**config.mk**
```make
export PLATFORM = sky130hd
export DESIGN_NAME = xtalk_seq
export DESIGN_NICKNAME = d
export VERILOG_FILES = /design/src/rtl/xtalk_pkg.sv /design/src/rtl/xtalk_fsm.sv /design/src/rtl/xtalk_gain.sv /design/src/rtl/xtalk_seq.sv
export SDC_FILE = /design/constraint.sdc
export NUM_CORES = 1
export LEC_CHECK = 0
export BUFFER_PORTS_ARGS = -buffer_cell sky130_fd_sc_hd__buf_2
export CORE_MARGIN = 2
export CORE_UTILIZATION = 55
export CTS_CLUSTER_SIZE = 10
export DETAILED_ROUTE_END_ITERATION = 16
export PLACE_DENSITY_LB_ADDON = 0.25
export SYNTH_ARGS = -nofsm -noshare
export SYNTH_HDL_FRONTEND = slang
export SYNTH_SLANG_ARGS = --single-unit
```
**constraint.sdc**
```tcl
create_clock -name clk -period 5.2 [get_ports clk]
set_input_delay 1.3 -clock clk [delete_from_list [all_inputs] [get_ports clk]]
set_output_delay 1.3 -clock clk [all_outputs]
set_load 0.01 [all_outputs]
```
**src/rtl/xtalk_pkg.sv**
```systemverilog
package xtalk_pkg;
  typedef enum logic [2:0] {
    S_IDLE, S_PREP, S_MEAS_R, S_MEAS_L, S_CALC, S_RESTORE, S_DONE
  } xt_state_t;

  localparam int LUT_N = 16;

  // rounded 20*log10(2^k) in integer arithmetic
  function automatic logic [7:0] db_of_octaves(input int k);
    return 8'((k * 60206 + 5000) / 10000);
  endfunction
endpackage

```
**src/rtl/xtalk_fsm.sv**
```systemverilog
module xtalk_fsm
  import xtalk_pkg::*;
#(
  parameter int TW = 16
) (
  input  logic          clk,
  input  logic          rst_n,
  input  logic          start,
  input  logic          hi_z,
  input  logic          cancel,
  input  logic          hs,
  input  logic [TW-1:0] timeout_lim,
  output xt_state_t     st,
  output logic          aborted
);
  xt_state_t nxt;
  logic [TW-1:0] cnt;
  logic measuring, tmo_hit, abort_go;

  assign measuring = (st == S_MEAS_R) || (st == S_MEAS_L);
  assign tmo_hit   = (timeout_lim != '0) && (cnt == timeout_lim - 1'b1);

  always_comb begin
    nxt = st;
    unique case (st)
      S_IDLE:    if (start) nxt = hi_z ? S_DONE : S_PREP;
      S_PREP:    nxt = cancel ? S_RESTORE : S_MEAS_R;
      S_MEAS_R:  if (cancel) nxt = S_RESTORE;
                 else if (hs) nxt = S_MEAS_L;
                 else if (tmo_hit) nxt = S_RESTORE;
      S_MEAS_L:  if (cancel) nxt = S_RESTORE;
                 else if (hs) nxt = S_CALC;
                 else if (tmo_hit) nxt = S_RESTORE;
      S_CALC:    nxt = S_RESTORE;
      S_RESTORE: nxt = S_DONE;
      S_DONE:    nxt = S_IDLE;
      default:   nxt = S_IDLE;
    endcase
  end

  assign abort_go = (nxt == S_RESTORE) && (st != S_RESTORE) &&
                    !(st == S_CALC && !cancel);

  always_ff @(posedge clk or negedge rst_n) begin
    if (!rst_n) begin
      st      <= S_IDLE;
      cnt     <= '0;
      aborted <= 1'b0;
    end else begin
      st <= nxt;
      if (nxt != st)      cnt <= '0;
      else if (measuring) cnt <= cnt + 1'b1;
      if (st == S_IDLE && start) aborted <= 1'b0;
      else if (abort_go)         aborted <= 1'b1;
    end
  end

  assert_cancel_restore_R6: assert property (@(posedge clk) disable iff (!rst_n)
    (cancel && (st inside {S_PREP, S_MEAS_R, S_MEAS_L, S_CALC})) |=> (st == S_RESTORE && aborted));

  assert_order_R1: assert property (@(posedge clk) disable iff (!rst_n)
    (st == S_MEAS_L) |-> ($past(st) == S_MEAS_R || $past(st) == S_MEAS_L));

  assert_timeout_R8: assert property (@(posedge clk) disable iff (!rst_n)
    (measuring && !hs && !cancel && timeout_lim != '0 && cnt == timeout_lim - 1'b1)
      |=> (st == S_RESTORE));
endmodule

```
**src/rtl/xtalk_gain.sv**
```systemverilog
module xtalk_gain
  import xtalk_pkg::*;
#(
  parameter int DW = 16
) (
  input  logic          clk,
  input  logic          rst_n,
  input  logic          clr,
  input  logic          cap_orig,
  input  logic          cap_xt,
  input  logic          calc,
  input  logic [DW-1:0] data,
  output logic [7:0]    gain
);
  localparam int PW = (DW > 1) ? $clog2(DW) : 1;

  logic [DW-1:0] orig_q, xt_q;
  logic [7:0]    lut [LUT_N];
  logic [PW-1:0] p_orig, p_xt;
  int            diff;

  generate
    for (genvar k = 0; k < LUT_N; k++) begin : g_lut
      assign lut[k] = db_of_octaves(k);
    end
  endgenerate

  function automatic logic [PW-1:0] lead_pos(input logic [DW-1:0] v);
    logic [PW-1:0] p;
    p = '0;
    for (int i = 0; i < DW; i++) if (v[i]) p = PW'(i);
    return p;
  endfunction

  always_comb begin
    p_orig = lead_pos(orig_q);
    p_xt   = lead_pos(xt_q);
    diff   = int'(p_orig) - int'(p_xt);
    if (diff < 0)          diff = 0;
    if (diff > LUT_N - 1)  diff = LUT_N - 1;
  end

  always_ff @(posedge clk or negedge rst_n) begin
    if (!rst_n) begin
      orig_q <= '0;
      xt_q   <= '0;
      gain   <= '0;
    end else begin
      if (cap_orig) orig_q <= data;
      if (cap_xt)   xt_q   <= data;
      if (clr)       gain <= '0;
      else if (calc) gain <= lut[diff[3:0]];
    end
  end

  assert_gain_hold_R4: assert property (@(posedge clk) disable iff (!rst_n)
    (!clr && !calc) |=> $stable(gain));
endmodule

```
**src/rtl/xtalk_seq.sv**
```systemverilog
module xtalk_seq
  import xtalk_pkg::*;
#(
  parameter int DW    = 16,
  parameter int TW    = 16,
  parameter int CFG_W = 16
) (
  input  logic             clk,
  input  logic             rst_n,
  input  logic             start,
  input  logic             hi_z,
  input  logic             cancel,
  input  logic [TW-1:0]    timeout_lim,
  input  logic [CFG_W-1:0] cfg_in,
  output logic [CFG_W-1:0] cfg_out,
  output logic             cfg_load,
  output logic             tone_en,
  output logic             sel_right,
  output logic             sel_left,
  input  logic             res_valid,
  output logic             res_ready,
  input  logic [DW-1:0]    res_data,
  output logic [7:0]       gain,
  output logic             busy,
  output logic             done,
  output logic             aborted
);
  xt_state_t st;
  logic hs, go;

  assign go        = (st == S_IDLE) && start;
  assign sel_right = (st == S_MEAS_R);
  assign sel_left  = (st == S_MEAS_L);
  assign res_ready = sel_right || sel_left;
  assign tone_en   = (st == S_PREP) || res_ready;
  assign cfg_load  = (st == S_RESTORE);
  assign done      = (st == S_DONE);
  assign busy      = (st != S_IDLE);
  assign hs        = res_valid && res_ready;

  always_ff @(posedge clk or negedge rst_n) begin
    if (!rst_n)  cfg_out <= '0;
    else if (go) cfg_out <= cfg_in;
  end

  xtalk_fsm #(.TW(TW)) u_fsm (
    .clk(clk), .rst_n(rst_n), .start(start), .hi_z(hi_z), .cancel(cancel),
    .hs(hs), .timeout_lim(timeout_lim), .st(st), .aborted(aborted)
  );

  xtalk_gain #(.DW(DW)) u_gain (
    .clk(clk), .rst_n(rst_n), .clr(go),
    .cap_orig(hs && sel_right), .cap_xt(hs && sel_left),
    .calc((st == S_CALC) && !cancel), .data(res_data), .gain(gain)
  );

  assert_sel_excl_R2: assert property (@(posedge clk) disable iff (!rst_n)
    $onehot0({sel_right, sel_left}));

  assert_done_after_load_R5: assert property (@(posedge clk) disable iff (!rst_n)
    cfg_load |=> (done && !cfg_load));

  assert_start_ignored_R9: assert property (@(posedge clk) disable iff (!rst_n)
    (busy && start && !done) |=> busy);
endmodule

```
**After elaboration in Yosys (flattened, before gate mapping)**

Memory sizes are Yosys's and may differ from the RTL's.
Index checks and enable logic that the tools add are counted.

- Register bits after elaboration: 76
- Bits in latches: 0
- Bits in writable memories: 0
- ROM bits: 128
- Output and inout port bits: 32
- Logic and storage cells: 92
- Memories kept: 1

Memory list:

| name | depth | bits a word | rd ports | clocked after Yosys merged registers in | write ports | line | source |
|---|---|---|---|---|---|---|---|
| (name not given) | 16 | 8 | 1 | 0 | 0 | xtalk_gain.sv:52 | `else if (calc) gain <= lut[diff[3:0]];` |

- Add/sub/neg operators: 3
- $mul: 0
- Div/mod/pow operators: 0
- Magnitude comparators: 3
- Equal/unequal tests: 10
- Shift-type cells: 0
- Muxes and demuxes: 49
- Bitwise gates (word level): 1
- Reductions and logical operators: 18

Operators with widths:

| cell | number |
|---|---|
| 4-bit two-way mux | 23 |
| 3-bit two-way mux | 12 |
| 32-bit by 5-bit > comparator with 1-bit output (second input constant) | 1 |
| 32-bit by 1-bit < comparator with 1-bit output (second input constant) | 1 |
| 16-bit two-way mux | 2 |
| 32-bit two-way mux | 1 |
| 8-bit two-way mux | 4 |
| 3-bit case mux with 6 select lines | 1 |
| 16-bit by 1-bit adder with 16-bit output (second input constant) | 1 |
| 16-bit == test | 1 |
| 16-bit nonzero test | 1 |
| 16-bit by 1-bit subtractor with 16-bit output (second input constant) | 1 |
| 3-bit == test (second input constant) | 4 |
| 1-bit logical AND | 8 |
| 3-bit by 2-bit == test with 1-bit output (second input constant) | 2 |
| 2-bit nonzero test | 3 |
| 5-bit greater-or-equal comparator (second input constant) | 1 |
| 4-bit inverter with 5-bit output | 1 |
| 4-bit by 4-bit subtractor with 5-bit output | 1 |
| 1-bit two-way mux | 4 |
| 2-bit two-way mux | 2 |
| 3-bit by 1-bit == test with 1-bit output (second input constant) | 1 |
| 3-bit logical NOT | 1 |
| 3-bit inequality test | 1 |
| other kinds (4) | 6 |

**Logic depth before layout (Yosys ltp)**

Gate-level depths: netlist of run 1.

- Word-level depth: 26
- Depth in mapped cells: 16

**By module**

Synthesis of run 1 repeated with hierarchy kept, for this count alone.

- Cells, all modules: 450
- Area, all modules: 4416.7 µm²

By module, submodules not included:

| module | instances | cells an instance | area each (µm²) | seq. area each (µm²) |
|---|---|---|---|---|
| xtalk_gain | 1 | 182 | 1919.3 | 900.9 |
| xtalk_fsm | 1 | 221 | 1785.5 | 500.5 |
| xtalk_seq | 1 | 47 | 711.9 | 400.4 |

**Worst setup path after synthesis of run 1**

OpenSTA, ideal clock, no wires.

- Kind: input to register
- From: in timeout_lim[3]
- To: reg u_fsm.aborted
- Setup time: 0.096 ns
- Data arrival time: 3.414 ns
- Required time: 5.104 ns
- Setup slack: 1.691 ns
- Stages: 8
- Cells stage by stage: or3_1 -> buf_2 -> or2_4 -> o41ai_4 -> nand4_1 -> or4_1 -> a31o_2 -> o32ai_2

- Word-level cells in the longest chain between the ends: 11
- Elaborated cells between the ends (all ways): 14

RTL lines:

| item | line | source |
|---|---|---|
| from (decl) | xtalk_seq.sv:13 | `input logic [TW-1:0] timeout_lim,` |
| 16-bit by 1-bit subtractor with 16-bit output | xtalk_fsm.sv:21 | `assign tmo_hit = (timeout_lim != '0) && (cnt == timeout_lim - 1'b1);` |
| 16-bit == test | xtalk_fsm.sv:21 |  |
| 1-bit logical AND * | xtalk_fsm.sv:21 |  |
| 3-bit two-way mux * | xtalk_fsm.sv:30, xtalk_fsm.sv:33 |  |
| 3-bit two-way mux, on equally long branches | xtalk_fsm.sv:32, xtalk_fsm.sv:29 |  |
| 3-bit two-way mux, on equally long branches | xtalk_fsm.sv:31, xtalk_fsm.sv:28 |  |
| 3-bit case mux with 6 select lines * | xtalk_fsm.sv:25 | `unique case (st)` |
| net u_fsm.nxt[1] | xtalk_fsm.sv:16 | `xt_state_t nxt;` |
| 3-bit == test * | xtalk_fsm.sv:41 | `assign abort_go = (nxt == S_RESTORE) && (st != S_RESTORE) &&` |
| 1-bit logical AND * (2 in a row) | xtalk_fsm.sv:41 |  |
| 2-bit nonzero test (no line) * | n/a |  |
| to (signal assigned) | xtalk_fsm.sv:48 | `aborted <= 1'b0;` |
| to (signal assigned) | xtalk_fsm.sv:53 | `if (st == S_IDLE && start) aborted <= 1'b0;` |
| to (signal assigned) | xtalk_fsm.sv:54 | `else if (abort_go) aborted <= 1'b1;` |
| to (decl) | xtalk_fsm.sv:14 | `output logic aborted` |

The timed path passes the listed nets; every way through them passes the cells marked *.
A chain may end at the register's enable or synchronous reset.

**Worst setup path in the final report of run 1**

- From: in timeout_lim[0]
- To: reg u_fsm.cnt[14]

- Word-level cells in the longest chain between the ends: 9
- Elaborated cells between the ends (all ways): 13

RTL lines:

| item | line | source |
|---|---|---|
| 16-bit by 1-bit subtractor with 16-bit output | xtalk_fsm.sv:21 |  |
| 16-bit == test | xtalk_fsm.sv:21 |  |
| 1-bit logical AND * | xtalk_fsm.sv:21 |  |
| 3-bit two-way mux * | xtalk_fsm.sv:30, xtalk_fsm.sv:33 |  |
| 3-bit two-way mux, on equally long branches | xtalk_fsm.sv:32, xtalk_fsm.sv:29 |  |
| 3-bit two-way mux, on equally long branches | xtalk_fsm.sv:31, xtalk_fsm.sv:28 |  |
| 3-bit case mux with 6 select lines * | xtalk_fsm.sv:25 |  |
| 3-bit inequality test * | xtalk_fsm.sv:51 | `if (nxt != st) cnt <= '0;` |
| 16-bit two-way mux or 2-bit nonzero test (tied branches) | n/a |  |
| to (signal assigned) | xtalk_fsm.sv:52 | `else if (measuring) cnt <= cnt + 1'b1;` |
| to (decl) | xtalk_fsm.sv:17 | `logic [TW-1:0] cnt;` |

Every way passes the cells marked *; elsewhere a longest branch is shown, timed or not.

==> results of run 1 <==
==> placed cells by master, fill, tap and decap left out, types with 3 or more instances in the layout <==
cell,count
a21o_1,4
a21oi_1,19
and2_1,4
and3_1,5
buf_2,82
clkbuf_8,11
dfrtp_1,72
ha_1,6
inv_1,18
mux2_2,43
mux2i_1,3
nand2_1,23
nand2b_1,7
nand3_1,13
nand4_1,3
nor2_1,37
nor3_1,20
nor4_1,6
o21ai_0,15
o21bai_1,6
o31ai_1,3
or4_1,3
xnor2_1,27
xor2_1,9
==> worst max-delay path by stage <==
| stage | cells after the start | to | slack, ns |
|---|---|---|---|
| 6_report | 11 | u_fsm.cnt[14] | 1.32 |
| 5_1_grt | 11 | u_fsm.cnt[14] | 1.06 |
| 4_1_cts | 11 | u_fsm.cnt[14] | 1.33 |
| 3_5_place_dp | 11 | u_fsm.cnt[14] | 0.98 |
| 3_3_place_gp | 11 | u_fsm.cnt[12] | 1.09 |
| 2_1_floorplan | 8 | u_fsm.aborted | 1.69 |
==> layer usage <==
layer	up-vias	part of all wire	global-route usage
li1	1588	-	-
met1	1564	0.43	0.277
met2	78	0.51	0.377
met3	10	0.043	0.0511
met4	0	0.012	0.0782
met5	-	0	0
==> flip-flops by register name (all words and copies together) (netlist names) <==
signal,count
u_gain.gain,6
u_fsm.aborted,1
u_fsm.st,3
u_gain.orig_q,15
u_fsm.cnt,16
u_gain.xt_q,15
cfg_out,16
==> power by group through the flow <==
stage	Sequential, W	Combinational [W]	Clock (W)
finish	0.000956	0.00116	0.000451
floorplan	0.000942	0.000859	0
detailed placement	0.000963	0.00117	0
global placement	0.000949	0.00113	0
CTS	0.000954	0.00117	0.000458
global route	0.000990	0.00130	0.000488
==> worst min-delay path: cells and delay by family (launching register included) <==
| family | cells | cell delay, ns |
|---|---|---|
| AOI/OAI and AO/OA | 1 | 0.06 |
| DFF | 1 | 0.35 |
| and+or+nand+nor | 1 | 0.05 |
==> area by class of cell <==
type	count	area [um^2]
Clock buffer	11	151
Timing Repair Buffer	84	425
Fill cell	614	2450
Inverter	19	71.3
Sequential cell	72	1800
Clock inverter	5	55.1
Tap cell	99	124
Multi-Input combinational cell	297	2130
==> cell families after synthesis <==
group | Yosys count
AO/OA/AOI/OAI | 70
XOR/XNOR | 36
adder cells (fa/ha/maj) | 7
buffers and inverters | 31
flip-flops | 72
multiplexers | 46
other | 1
AND/OR/NAND/NOR | 136
==> stage by stage <==
step,instance area [um^2],power (W),hold WS (ns)
3_3_place_gp,4560,0.00208,0.466
6_report,4760,0.00257,0.491
2_1_floorplan,4070,0.00180,0.481
4_1_cts,4760,0.00258,0.493
3_5_place_dp,4560,0.00213,0.477
5_1_grt,4760,0.00278,0.518
==> Yosys cell counts (3+ instances only) <==
cell type,instances,area (um^2)
dfrtp_1,72,1800
mux2_2,43,484
nor2_1,37,139
xnor2_1,27,236
nand2_1,23,86.3
nor3_1,20,100
a21oi_1,19,95.1
inv_1,18,67.6
o21ai_0,15,75.1
nand3_1,13,65.1
xor2_1,9,78.8
clkbuf_1,8,30.0
nand2b_1,7,43.8
ha_1,6,75.1
nor4_1,6,37.5
o21bai_1,6,45.0
and3_1,5,31.3
a21o_1,4,30.0
and2_1,4,25.0
buf_4,3,22.5
mux2i_1,3,30.0
nand4_1,3,18.8
o31ai_1,3,22.5
or4_1,3,22.5
==> results.json, run 1 <==
{
  "status": "complete, no violations",
  "grt_pass1_wl_um": 14600,
  "via_per_inst": 5.52,
  "hp-class": "reg -> reg",
  "leakage_nw": 2.12,
  "place.gp.congestion": 0.938,
  "critPathBufInv": 2,
  "synth-compound-area-share": 0.122,
  "crit_required_ns": 5.40,
  "cap_violations": 0,
  "wire_per_inst_um": 14.7,
  "final.setup.tns_ns": 0,
  "p_int_w": 0.00159,
  "critical_path.max_stage_delay_ns": 0.54,
  "insertion_delay_ns": 0.34,
  "cp_top_family": "compound AO/OA/AOI/OAI gates",
  "r2r_end": "u_gain.gain[4]",
  "syn_to_final_growth_pct": 17.3,
  "pwr-share-clk": 0.175,
  "portBuffers": 82,
  "vdd_drop_max_uv": 336,
  "p_sw_w": 0.000981,
  "hold_buffers": 0,
  "post-dp-hpwl_um": 6630,
  "synth_cell_types": 58,
  "die_w_um": 89.9,
  "gr-usage-all-layers": 0.221,
  "synth_cells": 399,
  "cp.arrival_ns": 4.08,
  "final_hold_viol_count": 0,
  "cp_slowest_cell": "o21ai_2",
  "finClkSkew_ns": 0.00438,
  "post-place-cells": 571,
  "cts_tree": "built",
  "grt_max_degree": 38,
  "num_rows": 31,
  "cts.sinks": 72,
  "critical_path.cell_chain": "buf_2 -> inv_1 -> ha_1 -> nor4b_2 -> nand4_1 -> xnor2_1 -> nand4_1 -> a2111oi_2 -> a21oi_1 -> o21ai_2 -> nor2_1",
  "synth_mux_area_frac": 0.127,
  "rsz0062_at_grt": "false",
  "drtIter0Drc": 153,
  "crit_type": "in -> reg",
  "synth_xor_area_frac": 0.0776,
  "antenna_cells": 0,
  "initial_core_util": 0.563,
  "synth_seq_area_share": 0.444,
  "worstMarginPinSlew_ns": 0.756,
  "timing.reg2reg.setup_slack_ns": 2.12,
  "slew_viol_final": 0,
  "cts-root-buf": "clkbuf_8",
  "cp-end-kind": "register",
  "finalSetupViolCount": 0,
  "first_global_vias": 3178,
  "post-route-min-period_ns": 3.88,
  "post_cts_resized": 0,
  "ys_dominant_reg_cell": "dfrtp_1",
  "synthSimpleGateAreaFrac": 0.174,
  "dr_total_vias": 3240,
  "min_from": "u_gain.gain[1]",
  "drive_gt1_frac": 0.318,
  "utilization": 0.660,
  "max_freq_ghz": 0.257,
  "r2r_cells": 15,
  "min_to": "u_gain.gain[1]",
  "p_per_area_mw_per_mm2": 540,
  "p_seq_frac": 0.372,
  "synth.avg_cell_area_um2": 10.2,
  "slew_headroom": 0.496,
  "crit_path_start": "timeout_lim[0]",
  "fp.dieH_um": 89.9,
  "netlist_area_mm2": 0.00406,
  "core-area_mm2": 0.00721,
  "cts.htree.levels": 3,
  "crit_top_cell": "nand4_1",
  "power_frac_comb": 0.453,
  "fin_cells": 587,
  "cts_made_buffers": 9,
  "overflow": 0,
  "min_delay_path_depth": 2,
  "pre_cts_ws_ns": 0.977,
  "sw_frac_of_total": 0.382,
  "synth_top_family_by_area": "simple AND/OR/NAND/NOR gates",
  "worstReg2RegStart": "u_gain.xt_q[2]",
  "period_share": 0.747,
  "ios": 86,
  "cts.path.max_buffers": 2,
  "wirelength_um": 8610,
  "path_clk_slew_ns": 0.07,
  "dr.pass1.iters": 4,
  "yosys_warnings": 0,
  "synthAdderAreaFrac": 0.0234,
  "finalWorstSetupSlack_ns": 1.32,
  "async_reset_ff_frac": 1.00,
  "cts_setup_buffers": 0,
  "drc": 0,
  "ys_ff_latch": 72,
  "crit_fanout": 16,
  "startpoint_type": "input port",
  "synth_edf_count": 0,
  "dieArea_mm2": 0.00809,
  "postRouteAntennaNets": 0,
  "antenna_found_initial": 0,
  "nNetsFinal": 544
}
(Power assumes the default switching activity.)
==> inputs of run 2 (changes only) <==
--- a/config.mk
+++ b/config.mk
@@ -7,7 +7,7 @@
 export LEC_CHECK = 0
 export BUFFER_PORTS_ARGS = -buffer_cell sky130_fd_sc_hd__buf_2
 export CORE_MARGIN = 2
-export CORE_UTILIZATION = 55
+export CORE_UTILIZATION = 50
 export CTS_CLUSTER_SIZE = 10
 export DETAILED_ROUTE_END_ITERATION = 16
 export PLACE_DENSITY_LB_ADDON = 0.25
==> constraint.sdc (replaced) <==
create_clock -name clk -period 3.1 [get_ports clk]
set_input_delay 0.775 -clock clk [delete_from_list [all_inputs] [get_ports clk]]
set_output_delay 0.775 -clock clk [all_outputs]
set_load 0.01 [all_outputs]
==> results.json, run 2 (synthesis results as in run 1) <==
{
  "fin_cells": 605,
  "slew_headroom": 0.464,
  "leakage_nw": 2.23,
  "p_int_w": 0.00290,
  "max_freq_ghz": 0.340,
  "final_hold_viol_count": 0,
  "startpoint_type": "input port",
  "critPathBufInv": 1,
  "grt_pass1_wl_um": 14500,
  "path_clk_slew_ns": 0.07,
  "met2_usage": 0.353,
  "fp.dieH_um": 94.1,
  "final_cell_mix": "buf_2 (82), dfrtp_1 (72), mux2_2 (43)",
  "crit_required_ns": 3.35,
  "post-place-cells": 589,
  "power_frac_comb": 0.454,
  "cp.arrival_ns": 3.19,
  "hp-class": "reg -> reg",
  "critical_path.max_stage_delay_ns": 0.59,
  "post-dp-hpwl_um": 6840,
  "drc": 0,
  "antenna_cells": 0,
  "status": "complete, no violations",
  "vdd_drop_max_uv": 484,
  "place.gp.congestion": 0.869,
  "slew_viol_final": 0,
  "ios": 86,
  "cp-end-kind": "register",
  "nNetsFinal": 559,
  "p_total_w": 0.00458,
  "wirelength_um": 8910,
  "wire_per_inst_um": 14.7,
  "p_seq_frac": 0.348,
  "grt_max_degree": 39,
  "core-area_mm2": 0.00781,
  "cts.sinks": 72,
  "pwr-share-clk": 0.198,
  "period_share": 0.948,
  "hold_buffers": 0,
  "n_fill_cell": 654,
  "mostFrequentLayoutCell": "buf_2",
  "insertion_delay_ns": 0.35,
  "gr-usage-all-layers": 0.211,
  "cts-root-buf": "clkbuf_8",
  "cp_top_family": "simple AND/OR/NAND/NOR gates",
  "crit_type": "in -> reg",
  "finClkSkew_ns": 0.0126,
  "dr.pass1.iters": 4,
  "syn_to_final_growth_pct": 21.7,
  "drtIter0Drc": 140,
  "postRouteAntennaNets": 0,
  "cts_tree": "built",
  "dr_total_vias": 3304,
  "p_sw_w": 0.00169,
  "top_regs": "cfg_out (16), u_fsm.cnt (16)",
  "portBuffers": 82,
  "cap_violations": 0,
  "die_w_um": 94.1,
  "overflow": 0,
  "grt_util_met3": 0.0457,
  "initial_core_util": 0.520,
  "dieArea_mm2": 0.00886,
  "first_global_vias": 3196,
  "critical_path.cell_chain": "buf_2 -> or4_4 -> nor3_1 -> nor4bb_1 -> a21oi_1 -> or4_1 -> a31o_2 -> o32ai_2",
  "crit_fanout": 4,
  "cts.htree.levels": 3,
  "p_per_area_mw_per_mm2": 927,
  "post-route-min-period_ns": 2.94,
  "grt_use_met1": 0.271,
  "antenna_found_initial": 0,
  "rsz0062_at_grt": "false",
  "via_per_inst": 5.46,
  "finalSetupViolCount": 0,
  "sw_frac_of_total": 0.368,
  "cp_slowest_cell": "or4_1",
  "num_rows": 32,
  "drive_gt1_frac": 0.340,
  "busiest_layer": "met2",
  "cts_made_buffers": 9,
  "cts.path.max_buffers": 2,
  "worstMarginPinSlew_ns": 0.804
}
## run 2: power groups by stage
stage / logic (W) / clock network, W / registers, W
after floorplan: 0.00144 / 0 / 0.00158
after global placement: 0.00198 / 0 / 0.00159
after detailed placement: 0.00204 / 0 / 0.00161
after CTS: 0.00205 / 0.000927 / 0.00160
after global routing: 0.00231 / 0.000967 / 0.00166
final: 0.00208 / 0.000906 / 0.00160
## run 2: through the flow
stage / setup slack (ns) / TNS (ns) / util / cell area, um^2 / hold WS (ns)
after detailed placement: -0.184 / -1.12 / 0.600 / 4690 / 0.475
after global placement: -0.149 / -0.282 / 0.600 / 4690 / 0.467
final: 0.160 / 0 / 0.633 / 4940 / 0.487
after CTS: 0.180 / 0 / 0.632 / 4930 / 0.493
after global routing: 0.0112 / 0 / 0.633 / 4940 / 0.525
after floorplan: 0.116 / 0 / - / 4070 / 0.479
## run 2: cell type report
| class | count | area [um^2] | area share |
|---|---|---|---|
| multi-input cells | 297 | 2150 | 0.434 |
| well taps | 102 | 128 | 0.0258 |
| inverters | 19 | 71.3 | 0.0144 |
| repair buffers | 99 | 551 | 0.111 |
| flip-flops and latches | 72 | 1800 | 0.364 |
| clock inverters | 5 | 104 | 0.0210 |
| clock buffers | 11 | 141 | 0.0286 |
## run 2: path summary, 6_finish.rpt
| path | startpoint | cells after the start | to | slack (ns) |
|---|---|---|---|---|
| max reg2reg | u_gain.xt_q[2] | 16 | u_gain.gain[5] | 0.22 |
| min reg2reg | u_gain.gain[1] | 2 | u_gain.gain[1] | 0.49 |
| max in group asynchronous | rst_n | 2 | u_fsm.cnt[15] | 1.91 |
| min | u_gain.gain[1] | 2 | u_gain.gain[1] | 0.49 |
| min in group asynchronous | rst_n | 1 | u_gain.xt_q[14] | 0.51 |
| max | timeout_lim[1] | 8 | u_fsm.aborted | 0.16 |
## run 2: worst min-delay path: cells and delay by family, from the launching register on
family | cells | cell delay [ns]
AO/OA/AOI/OAI | 1 | 0.06
flip-flops | 1 | 0.34
AND/OR/NAND/NOR | 1 | 0.04
## run 2: layer usage
layer,wire length (um),part of all wire,up-vias
met5,0,0,-
met1,3830,0.43,1609
met2,4530,0.51,70
met4,101,0.011,0
li1,-,-,1615
met3,446,0.050,10
## run 2: timing repair
item	in CTS	in global routing
buffers inserted	0	0
endpoints found under the setup margin	0	5
resized for setup	0	2
endpoints found under the hold margin	0	0
